===== src/rtl/adder_tpg_pkg.sv =====
package adder_tpg_pkg;

   // Phase taken from the two top bits of the session counter
   typedef enum logic [1:0] {
      PH_WALK_A  = 2'b00,
      PH_WALK_AB = 2'b01,
      PH_PAIR_LO = 2'b10,
      PH_PAIR_HI = 2'b11
   } tpg_phase_e;

   function automatic logic phase_is_pair(tpg_phase_e ph);
      return ph[1];
   endfunction

endpackage


===== src/rtl/adder_tpg_seq.sv =====
// Session counter, run control and shift-register steering
module adder_tpg_seq
   import adder_tpg_pkg::*;
#(
   parameter int WIDTH = 16,
   localparam int CNT_W = $clog2(4 * WIDTH)
) (
   input  logic       clk_i,
   input  logic       rst_ni,
   input  logic       start_i,
   output logic       running_o,
   output tpg_phase_e phase_o,
   output logic       pair_bit_o,
   output logic       done_o,
   output logic       sr_load_o,
   output logic       sr_shift_o,
   output logic       sr_clear_o,
   output logic       sr_fill_o
);

   localparam logic [CNT_W-1:0] CNT_LAST   = CNT_W'(4 * WIDTH - 1);
   localparam logic [CNT_W-1:0] WALK_A_END = CNT_W'(WIDTH - 1);
   localparam logic [CNT_W-1:0] WALK_B_END = CNT_W'(2 * WIDTH - 1);

   logic             running_q;
   logic [CNT_W-1:0] count_q;

   always_ff @(posedge clk_i) begin
      if (!rst_ni) begin
         running_q <= 1'b0;
         count_q   <= '0;
      end else if (!running_q) begin
         running_q <= start_i;
         count_q   <= '0;
      end else if (count_q == CNT_LAST) begin
         running_q <= start_i;
         count_q   <= '0;
      end else begin
         count_q   <= count_q + 1'b1;
      end
   end

   assign running_o  = running_q;
   assign phase_o    = tpg_phase_e'(count_q[CNT_W-1 -: 2]);
   assign pair_bit_o = count_q[0];
   assign done_o     = running_q && (count_q == CNT_LAST);

   // Steering: clear wins over load, load wins over shift
   assign sr_clear_o = done_o && !start_i;
   assign sr_load_o  = (!running_q && start_i)
                    || (running_q && (count_q == WALK_A_END || count_q == WALK_B_END))
                    || (done_o && start_i);
   assign sr_shift_o = running_q && (!phase_is_pair(phase_o) || count_q[0]);
   assign sr_fill_o  = phase_is_pair(phase_o);

   // done lasts one cycle
   assert_done_single_R6: assert property (@(posedge clk_i) disable iff (!rst_ni)
      done_o |=> !done_o);

   // start does not disturb a running session
   assert_count_step_R8: assert property (@(posedge clk_i) disable iff (!rst_ni)
      (running_q && !done_o) |=> (running_q && count_q == $past(count_q) + 1'b1));

   // end of session with start low goes idle
   assert_end_idle_R7: assert property (@(posedge clk_i) disable iff (!rst_ni)
      (done_o && !start_i) |=> !running_q);

endmodule


===== src/rtl/adder_tpg_shreg.sv =====
// Walking shift register, one generated cell per bit
module adder_tpg_shreg #(
   parameter int WIDTH = 16
) (
   input  logic             clk_i,
   input  logic             rst_ni,
   input  logic             load_i,
   input  logic             shift_i,
   input  logic             clear_i,
   input  logic             fill_i,
   output logic [WIDTH-1:0] q_o
);

   logic [WIDTH-1:0] q_q;
   logic [WIDTH-1:0] d;

   for (genvar i = 0; i < WIDTH; i++) begin : g_cell
      logic shift_in;
      if (i == 0) begin : g_head
         assign shift_in = fill_i;
      end else begin : g_body
         assign shift_in = q_q[i-1];
      end
      assign d[i] = clear_i ? 1'b0
                  : load_i  ? 1'(i == 0)
                  : shift_i ? shift_in
                  : q_q[i];
   end

   always_ff @(posedge clk_i) begin
      if (!rst_ni) q_q <= '0;
      else         q_q <= d;
   end

   assign q_o = q_q;

endmodule


===== src/rtl/adder_tpg_map.sv =====
// Routes the shift register onto the operand ports for each phase
module adder_tpg_map
   import adder_tpg_pkg::*;
#(
   parameter int WIDTH = 16
) (
   input  logic             running_i,
   input  tpg_phase_e       phase_i,
   input  logic             pair_bit_i,
   input  logic [WIDTH-1:0] pattern_i,
   output logic [WIDTH-1:0] op_a_o,
   output logic [WIDTH-1:0] op_b_o,
   output logic             carry_in_o,
   output logic             pair_second_o
);

   always_comb begin
      op_a_o        = '0;
      op_b_o        = '0;
      carry_in_o    = 1'b0;
      pair_second_o = 1'b0;
      if (running_i) begin
         unique case (phase_i)
            PH_WALK_A: begin
               op_a_o = pattern_i;
            end
            PH_WALK_AB: begin
               op_a_o     = pattern_i;
               op_b_o     = pattern_i;
               carry_in_o = 1'b1;
            end
            default: begin
               op_a_o        = pattern_i;
               carry_in_o    = pair_bit_i;
               pair_second_o = pair_bit_i;
            end
         endcase
      end
   end

endmodule


===== src/rtl/adder_tpg.sv =====
module adder_tpg
   import adder_tpg_pkg::*;
#(
   parameter int WIDTH = 16
) (
   input  logic             clk_i,
   input  logic             rst_ni,
   input  logic             start_i,
   output logic [WIDTH-1:0] op_a_o,
   output logic [WIDTH-1:0] op_b_o,
   output logic             carry_in_o,
   output logic             pair_second_o,
   output logic             done_o
);

   // the phase decode takes the counter's top bits, so WIDTH must be 2**m
   if (WIDTH < 2 || (WIDTH & (WIDTH - 1)) != 0) begin : g_bad_width
      $error("adder_tpg: WIDTH must be a power of two and at least 2");
   end

   logic             running;
   tpg_phase_e       phase;
   logic             pair_bit;
   logic             sr_load, sr_shift, sr_clear, sr_fill;
   logic [WIDTH-1:0] pattern;

   adder_tpg_seq #(.WIDTH(WIDTH)) u_seq (
      .clk_i      (clk_i),
      .rst_ni     (rst_ni),
      .start_i    (start_i),
      .running_o  (running),
      .phase_o    (phase),
      .pair_bit_o (pair_bit),
      .done_o     (done_o),
      .sr_load_o  (sr_load),
      .sr_shift_o (sr_shift),
      .sr_clear_o (sr_clear),
      .sr_fill_o  (sr_fill)
   );

   adder_tpg_shreg #(.WIDTH(WIDTH)) u_shreg (
      .clk_i   (clk_i),
      .rst_ni  (rst_ni),
      .load_i  (sr_load),
      .shift_i (sr_shift),
      .clear_i (sr_clear),
      .fill_i  (sr_fill),
      .q_o     (pattern)
   );

   adder_tpg_map #(.WIDTH(WIDTH)) u_map (
      .running_i     (running),
      .phase_i       (phase),
      .pair_bit_i    (pair_bit),
      .pattern_i     (pattern),
      .op_a_o        (op_a_o),
      .op_b_o        (op_b_o),
      .carry_in_o    (carry_in_o),
      .pair_second_o (pair_second_o)
   );

   // idle outputs stay quiet
   assert_idle_quiet_R1: assert property (@(posedge clk_i) disable iff (!rst_ni)
      !running |-> (op_a_o == '0 && op_b_o == '0 && !carry_in_o && !pair_second_o));

   // a single one walks in the first quarter
   assert_walk_onehot_R3: assert property (@(posedge clk_i) disable iff (!rst_ni)
      (running && phase == PH_WALK_A) |-> ($countones(op_a_o) == 1 && op_b_o == '0));

   // both operands carry the same single one, with carry-in set
   assert_walk_ab_R4: assert property (@(posedge clk_i) disable iff (!rst_ni)
      (running && phase == PH_WALK_AB) |-> ($countones(op_a_o) == 1 && op_a_o == op_b_o && carry_in_o));

   // the first vector of a pair is followed by the launch vector on the same operand
   assert_pair_hold_R5: assert property (@(posedge clk_i) disable iff (!rst_ni)
      (running && phase_is_pair(phase) && !pair_second_o) |=> (pair_second_o && carry_in_o && $stable(op_a_o)));

   // the launch vector has operand B at zero
   assert_launch_cin_R5: assert property (@(posedge clk_i) disable iff (!rst_ni)
      pair_second_o |-> (carry_in_o && op_b_o == '0 && op_a_o[0]));

endmodule


===== config.mk =====
export PLATFORM = sky130hd
export DESIGN_NAME = adder_tpg
export DESIGN_NICKNAME = d
export VERILOG_FILES = /design/src/rtl/adder_tpg_pkg.sv /design/src/rtl/adder_tpg_seq.sv /design/src/rtl/adder_tpg_shreg.sv /design/src/rtl/adder_tpg_map.sv /design/src/rtl/adder_tpg.sv
export SDC_FILE = /design/constraint.sdc
export NUM_CORES = 1
export LEC_CHECK = 0
export ABC_AREA = 1
export BUFFER_PORTS_ARGS = -buffer_cell sky130_fd_sc_hd__buf_4
export CELL_PAD_IN_SITES_DETAIL_PLACEMENT = 1
export CELL_PAD_IN_SITES_GLOBAL_PLACEMENT = 2
export CORE_MARGIN = 3
export CORE_UTILIZATION = 23
export CTS_CLUSTER_DIAMETER = 80
export CTS_CLUSTER_SIZE = 30
export DETAILED_ROUTE_END_ITERATION = 8
export HOLD_SLACK_MARGIN = 0.1
export PLACE_DENSITY_LB_ADDON = 0.1
export SLEW_MARGIN = 15
export SYNTH_ARGS = -nofsm -noshare
export SYNTH_HDL_FRONTEND = slang
export SYNTH_SLANG_ARGS = --single-unit
export TNS_END_PERCENT = 5

===== constraint.sdc =====
create_clock -name clk_i -period 1.35 [get_ports clk_i]
set_input_delay 0.27 -clock clk_i [delete_from_list [all_inputs] [get_ports clk_i]]
set_output_delay 0.27 -clock clk_i [all_outputs]
set_load 0.05 [all_outputs]

# Word-level counts from Yosys, hierarchy flattened
# Cells that the tools add are included.
# classes
addsub,1
n_mul,0
div,0
magnitude_cmp,0
n_eq_ne,4
shift,0
n_mux,11
bitwise,2
n_reduce_logical,19
# op_table
cell,n
two-way mux 16 bit,3
two-way mux 1 bit,7
adder 6 x 1 -> 6 bit (second input constant),1
equality test 6 x 4 -> 1 bit (second input constant),1
equality test 6 x 5 -> 1 bit (second input constant),1
equality test 6 bit (second input constant),1
logical AND 1 bit,6
OR reduction 3 bit,2
logical OR 1 bit,4
OR reduction 2 bit,2
zero test 1 bit,3
equality test 2 x 1 -> 1 bit (second input constant),1
zero test 2 bit,1
inverter 1 bit,2
one-hot mux 1 bit (2 select lines),1
nonzero test 2 bit,1
# word_totals
regBits,23
latch_bits,0
mem_bits_rw,0
mem_bits_ro,0
in_bits,3
output_inout_bits,35
word_cells,41
n_memories,0

# Longest topological paths before layout
# Gate-level depths: netlist of run 1.
# logic_depth
depth_word,6
mapped_depth,8
depth_no_buf,8

# Modules after synthesis
# From an unflattened synthesis of run 1, not the netlist that was laid out.
# unflattened
cells_unflattened,183
area_unflattened_um2,1302.5
# by_module_without_submodules
mod,n_inst,cells_per_inst,area_per_inst_um2,seq_area_each_um2
adder_tpg_shreg,1,76,679.4,320.3
adder_tpg_seq,1,49,369.1,140.1
adder_tpg_map,1,58,254.0,0.0

# Worst setup path before layout of run 1
# Ideal clock, no wire load.
# synth_timing
path_type,reg-to-output
from,reg u_seq.count_q[5]
to,out carry_in_o
arrival_time_ns,1.585
t_required_ns,1.080
slack_ns,-0.505
stages_incl_launch_ff,3
n_path_buf,0
path_cell_list,dfxtp_1 -> inv_1 -> o21ai_0
# synth_via
elab_chain_len,3
word_cells_on_any_way,4
cone_classes,eq/ne (1); mux (2); reduce/logical (1)
# synth_lines
element,line,rtl
"start, declared",adder_tpg_seq.sv:26,logic [CNT_W-1:0] count_q;
"start signal, assigned",adder_tpg_seq.sv:39,count_q <= count_q + 1'b1;
equality test 2 x 1 -> 1 bit or zero test 2 bit (tied branches),adder_tpg_map.sv:23,unique case (phase_i)
one-hot mux 1 bit (2 select lines) (*),adder_tpg_map.sv:23,
two-way mux 1 bit (*),adder_tpg_map.sv:22,if (running_i) begin
"end, declared",adder_tpg.sv:11,"output logic carry_in_o,"
# Mark *: on every way between the ends. The rest lies on a longest branch, timed or not.

# Final worst setup path of run 1
# layout_timing
from,"reg u_seq.running_q, in the netlist u_seq.running_o"
to,out op_b_o[8]
# layout_via
elab_chain_len,1
# layout_lines
element,line,rtl
"start, declared",adder_tpg_seq.sv:25,logic running_q;
"start signal, assigned",adder_tpg_seq.sv:33,running_q <= start_i;
"start signal, assigned",adder_tpg_seq.sv:36,running_q <= start_i;
two-way mux 16 bit,adder_tpg_map.sv:22,
"end, declared",adder_tpg.sv:10,"output logic [WIDTH-1:0] op_b_o,"
# No other way between the ends.

==> impl_metrics.env, run 1 <==
export IMPL_grt_overflow=0
export IMPL_min_path_type="input pin to flop"
export IMPL_status="finished with violations"
export IMPL_vias_per_cell=4.00
export IMPL_finalWorstPathRequiredPeriod_ns=1.58
export IMPL_placementRows=26
export IMPL_r2r_cells=9
export IMPL_cts_buffers=3
export IMPL_skew_ns=0.00433
export IMPL_timing_rr_end="u_shreg.q_o[9]"
export IMPL_drv_slew=0
export IMPL_critical_path_class="flop to primary output"
export IMPL_leakagePower_nw=0.997
export IMPL_instances_no_fill=329
export IMPL_utilization_pct=43.6
export IMPL_route_vias_total=1316
export IMPL_cp_slowest_stage_delay_ns=0.37
export IMPL_syn_area_um2=1290
export IMPL_dieHeight_um=80.9
export IMPL_wire_per_inst_um=11.4
export IMPL_drc=0
export IMPL_core_area_um2=5270
export IMPL_required_ns=1.08
export IMPL_io_pins=38
export IMPL_tritoncts="built"
export IMPL_setup_slack_ns=-0.231
export IMPL_critPathLaunchType="flop"
export IMPL_place_congestion=0.708
export IMPL_path_cells="inv_4 -> nor2_4 -> nand2_4 -> buf_12 -> nor2_4 -> buf_8"
export IMPL_crit_reg2reg_launch="u_seq.running_o"
export IMPL_hold_depth=5
export IMPL_n_antenna_cell=0
export IMPL_tns_ns=-6.19
export IMPL_antenna_found_initial=0
export IMPL_cap_violations=0
export IMPL_first_pass_iters=4
export IMPL_clockRootBuffer="clkbuf_8"
export IMPL_vdd_drop_max_mv=0.604
export IMPL_ys_warn_count=0
export IMPL_rsz0062_at_grt="yes"
export IMPL_crit_path_top_delay_cell="dfxtp_4"
export IMPL_fillCellCount=642
export IMPL_finalHoldViolCount=0
export IMPL_syn_inst=201
export IMPL_cp_end_kind="primary output"
export IMPL_clkTransAtPathRegs_ns=0.09
export IMPL_dieArea_um2=6540
export IMPL_ant_nets=0
export IMPL_ys_types=22
export IMPL_ys_ff_latch=23
export IMPL_violations="negative setup slack"
export IMPL_clk_path_buf_depth=2
export IMPL_io_buffers=37
export IMPL_synthToLayoutAreaGrowth_pct=78.2
export IMPL_rrSetupSlack_ns=-0.08
export IMPL_slew_headroom_pct=73.7
export IMPL_timing_fmax_ghz=0.632
export IMPL_grt_start_max_net_pins=16
export IMPL_worstSkewPairLatency_ns=0.27
export IMPL_crit_arrival_ns=1.31
export IMPL_dp_hpwl_um=2650
export IMPL_die_w_um=80.9
export IMPL_worstHoldEndpoint="u_shreg.q_o[0]"
export IMPL_drive_above_1_share_pct=44.8
export IMPL_hp_start="start_i"
export IMPL_cp_max_fo=7
export IMPL_grt_use_total_pct=13.1
export IMPL_whs_ns=0.311
export IMPL_cp_common_cell="nor2_4"
export IMPL_post_place_cells=315
export IMPL_clkSinkCount=23
export IMPL_tightestPinTransition_ns=0.394
export IMPL_initial_utilization_pct=24.5
export IMPL_seq_area_frac_synth_pct=35.7
export IMPL_power_density_nw_per_um2=598
export IMPL_synth_nets=205
export IMPL_wl_um=3760
export IMPL_avgSynthCellArea_um2=6.42
export IMPL_h_tree_depth=1
export IMPL_nets=264
export IMPL_grt_pass1_wl_um=6690
export IMPL_fin_crit_sh_pct=117
export IMPL_grt_pass1_vias=1371
export IMPL_setup_viol=50
export IMPL_drt_iter0_drc=35
==> stage by stage <==
step | worst slack [ns] | total power [W] | instance area [µm²]
5_1_grt | -0.286 | 0.00146 | 2300
4_1_cts | -0.257 | 0.00139 | 2220
2_1_floorplan | -0.148 | 0.000834 | 1390
3_5_place_dp | -0.145 | 0.000873 | 1830
3_3_place_gp | -0.121 | 0.000874 | 1830
6_report | -0.231 | 0.00138 | 2300
==> metal layers <==
layer  part of all wire, %  global-route usage [%]  vias to the layer above
li1                      -                       -                      697
met1                    46                    17.3                      592
met2                    50                    22.3                       25
met3                   3.7                    2.33                        2
met4                  0.72                    2.53                        0
met5                     0                       0                        -
==> kinds of logic after synthesis <==
logic type | after synthesis | synth area share (%)
xor gates and xnor gates | 3 | 2.04
and+or+nand+nor | 88 | 30.0
DFF | 23 | 35.7
adders and majority gates | 1 | 0.970
AOI/OAI and AO/OA | 21 | 9.60
buffers and inverters | 65 | 21.7
==> flip-flops by register name (all words and copies together) (netlist names) <==
signal,cells
u_seq.count_q,6
u_seq.running_o,1
u_shreg.q_o,16
==> area by class of cell <==
type	instances	area, µm²	area share (%)
inverter	58	223	9.69
clock inverter	1	5.00	0.218
clock buffer	3	41.3	1.80
tap	70	87.6	3.81
timing repair buffer	60	708	30.8
sequential	23	472	20.5
multi-input combinational	114	762	33.2
==> cell usage in the layout (no fill, tap or decap), types with 2 or more instances in the layout <==
cell type   n
inv_1      52
nand2_1    35
buf_6      34
nor2_4     21
dfxtp_1    18
nor2_1     14
buf_4      13
nor2_2     10
o21ai_1     8
o21ai_0     8
buf_8       8
inv_2       4
buf_12      4
nand2_4     3
nand3_1     3
xor2_1      3
clkbuf_8    3
dfxtp_2     3
inv_4       2
dfxtp_4     2
==> how the worst max path moves through the flow <==
stage,from,depth (start not counted),to
floorplan,u_seq.running_o,5,op_b_o[10]
global placement,u_seq.count_q[0],6,done_o
detailed placement,u_seq.count_q[0],8,u_shreg.q_o[11]
CTS,u_seq.running_o,6,op_b_o[6]
global route,u_seq.running_o,6,op_b_o[13]
finish,u_seq.running_o,6,op_b_o[8]
==> synthesized netlist by cell type (all sizes together) <==
| master | n | area (µm²) |
|---|---|---|
| ha | 1 | 12.5 |
| inv | 58 | 218 |
| o2111ai | 1 | 15.0 |
| o22ai | 1 | 6.26 |
| buf | 7 | 62.6 |
| o21ai | 18 | 90.1 |
| dfxtp | 23 | 460 |
| xor2 | 3 | 26.3 |
| nor2 | 44 | 205 |
| nor3 | 1 | 5.00 |
| nand2 | 39 | 151 |
| nand3 | 4 | 25.0 |
| o211ai | 1 | 12.5 |
==> critical path: cells and delay by family (launching register included) <==
kind	cells	cell delay, ns
buf+inv	3	0.36
flops	1	0.37
simple gates	3	0.31
==> what timing repair did <==
action                                  4_1_cts  5_1_grt
buffers inserted                              5        3
endpoints found under the hold margin         0        0
gates resized for setup                      69       20
cloned                                        2        0
hold buffers                                  0        0
pin swaps                                    11       13
endpoints found under the setup margin       50       57
==> power breakdown <==
group / internal, W / leakage (nW) / switching (W)
combinational: 0.0000952 / 0.783 / 0.000133
clock: 0.000206 / 0.0255 / 0.000241
sequential: 0.000688 / 0.189 / 0.0000114
(Power assumes the default switching activity.)
==> run 2, diff against run 1 <==
CAP_MARGIN = 20   (was not set)
CORE_UTILIZATION = 28   (was 23)
MAX_ROUTING_LAYER = met4   (was not set)
clock period = 2 ns   (was 1.35 ns; I/O delays follow)
==> run 2 against run 1 <==
- the flow now finishes without violations
- sequential share of layout area increased by 7.6 points
- cell area decreased by 29%
- clock skew decreased by 0.0029 ns
- wire length decreased by 18%
- first-iteration DRC count decreased by 57%
- final cell count decreased by 12%
- die area decreased by 17%
- sequential power decreased by 33%
- utilization decreased by 6.5 points
==> impl_metrics.env, run 2 (synthesized netlist as in run 1, its figures left out) <==
export IMPL_synthToLayoutAreaGrowth_pct=27.1
export IMPL_fillCellCount=581
export IMPL_nets=242
export IMPL_grt_use_total_pct=12.6
export IMPL_final_cell_area_um2=1640
export IMPL_status="complete, no violations"
export IMPL_clk_path_buf_depth=2
export IMPL_crit_arrival_ns=1.42
export IMPL_p_clk_share_pct=33.3
export IMPL_io_pins=38
export IMPL_route_vias_total=1202
export IMPL_critical_path_buf_inv_count=2
export IMPL_io_buffers=37
export IMPL_wl_um=3090
export IMPL_finalHoldViolCount=0
export IMPL_setup_slack_ns=0.178
export IMPL_grt_pass1_wl_um=5260
export IMPL_core_area_um2=4410
export IMPL_clkTransAtPathRegs_ns=0.08
export IMPL_clkSinkCount=23
export IMPL_final_cell_mix="inv_1, buf_4, nand2_1, nor2_1, dfxtp_1"
export IMPL_pre_cts_slack_ns=0.323
export IMPL_die_w_um=73.9
export IMPL_final_common_cell="inv_1"
export IMPL_tns_ns=0
export IMPL_vias_per_cell=4.16
export IMPL_place_congestion=0.829
export IMPL_p_int_w=0.000630
export IMPL_power_w=0.000844
export IMPL_timing_fmax_ghz=0.549
export IMPL_cp_end_kind="primary output"
export IMPL_required_ns=1.60
export IMPL_drc=0
export IMPL_setup_viol=0
export IMPL_drt_iter0_drc=15
export IMPL_path_cells="ha_1 -> nand2_1 -> nor2_2 -> nand3_2 -> inv_1 -> buf_4"
export IMPL_place_area_um2=1590
export IMPL_netSwitchingPower_w=0.000214
export IMPL_worstSkewPairLatency_ns=0.26
export IMPL_drive_above_1_share_pct=26.6
export IMPL_cts_buffers=3
export IMPL_critical_path_class="flop to primary output"
export IMPL_wire_per_inst_um=10.7
export IMPL_critPathLaunchType="flop"
export IMPL_initial_utilization_pct=29.2
export IMPL_cp_max_fo=4
export IMPL_largest_reg_flops=16
export IMPL_tightestPinTransition_ns=0.966
export IMPL_clockRootBuffer="clkbuf_8"
export IMPL_netSwitchingFraction_pct=25.3
export IMPL_first_pass_iters=4
export IMPL_combPwrFrac_pct=10.9
export IMPL_min_path_type="input pin to flop"
export IMPL_h_tree_depth=1
export IMPL_drv_slew=0
export IMPL_crit_family="flip-flops"
export IMPL_fin_crit_sh_pct=91.1
export IMPL_n_antenna_cell=0
export IMPL_ant_nets=0
export IMPL_dp_hpwl_um=2320
export IMPL_crit_path_top_delay_cell="dfxtp_2"
export IMPL_rsz0062_at_grt="no"
export IMPL_placementRows=24
export IMPL_tritoncts="built"
export IMPL_whs_ns=0.439
export IMPL_grt_start_max_net_pins=31
export IMPL_dieHeight_um=73.9
export IMPL_slew_headroom_pct=35.6
export IMPL_skew_ns=0.00145
export IMPL_finalWorstPathRequiredPeriod_ns=1.82
export IMPL_vdd_drop_max_mv=0.295
export IMPL_power_density_nw_per_um2=515
export IMPL_cap_violations=0
export IMPL_leakagePower_nw=0.789
export IMPL_antenna_found_initial=0
export IMPL_cp_slowest_stage_delay_ns=0.36
export IMPL_dieArea_um2=5460
export IMPL_p_seq_share_pct=55.7
export IMPL_grt_overflow=0
export IMPL_grt_pass1_vias=1159
run 2: layer usage:
layer  up-vias  share of wire (%)  track usage, %  wire length, µm
li1        643                  -               -                -
met1       535                 47            15.7             1450
met2        22                 48            21.0             1490
met3         2                4.3            2.87              132
met4         0               0.45            2.41               14
met5         -                  0               -                0
run 2: worst paths after layout:
path / from / endpoint / slack (ns) / cells after the start
setup / recovery: u_seq.count_q[0] / done_o / 0.18 / 6
hold / removal: rst_ni / u_seq.running_o / 0.44 / 3
setup reg to reg: u_seq.running_o / u_shreg.q_o[15] / 0.35 / 7
hold reg to reg: u_seq.count_q[0] / u_seq.count_q[0] / 0.45 / 1
run 2: power groups by stage:
stage               Sequential, W  Clock (W)  Combinational (W)
finish                   0.000470   0.000281          0.0000923
global route             0.000472   0.000328           0.000103
CTS                      0.000470   0.000301          0.0000943
detailed placement       0.000481          0          0.0000942
global placement         0.000481          0          0.0000938
floorplan                0.000481          0          0.0000812
run 2: worst register-to-register path, delay by kind of cell, from the launching register on:
kind,cells,cell delay [ns]
buffers and inverters,3,0.35
AND/OR/NAND/NOR,3,0.64
flip-flops,1,0.33
AO/OA/AOI/OAI,1,0.19
run 2: per-stage QoR:
| step | util [%] | instances |
|---|---|---|
| 3_5_place_dp | 35.9 | 285 |
| 5_1_grt | 37.1 | 289 |
| 3_3_place_gp | 35.9 | 285 |
| 2_1_floorplan | - | 201 |
| 4_1_cts | 36.9 | 289 |
| 6_report | 37.1 | 289 |
run 2: area by class of cell:
cell class              instances  area [µm²]  share of cell area [%]
clock buffers                   4        45.0                    2.75
inverters                      58         218                    13.3
multi-input cells             113         557                    34.0
flip-flops and latches         23         462                    28.2
well taps                      52        65.1                    3.97
repair buffers                 39         293                    17.9
run 2: timing repair:
item,in CTS,in global routing
gates resized for setup,0,3
endpoints found under the setup margin,0,16
hold buffers,0,0
setup buffers,0,0
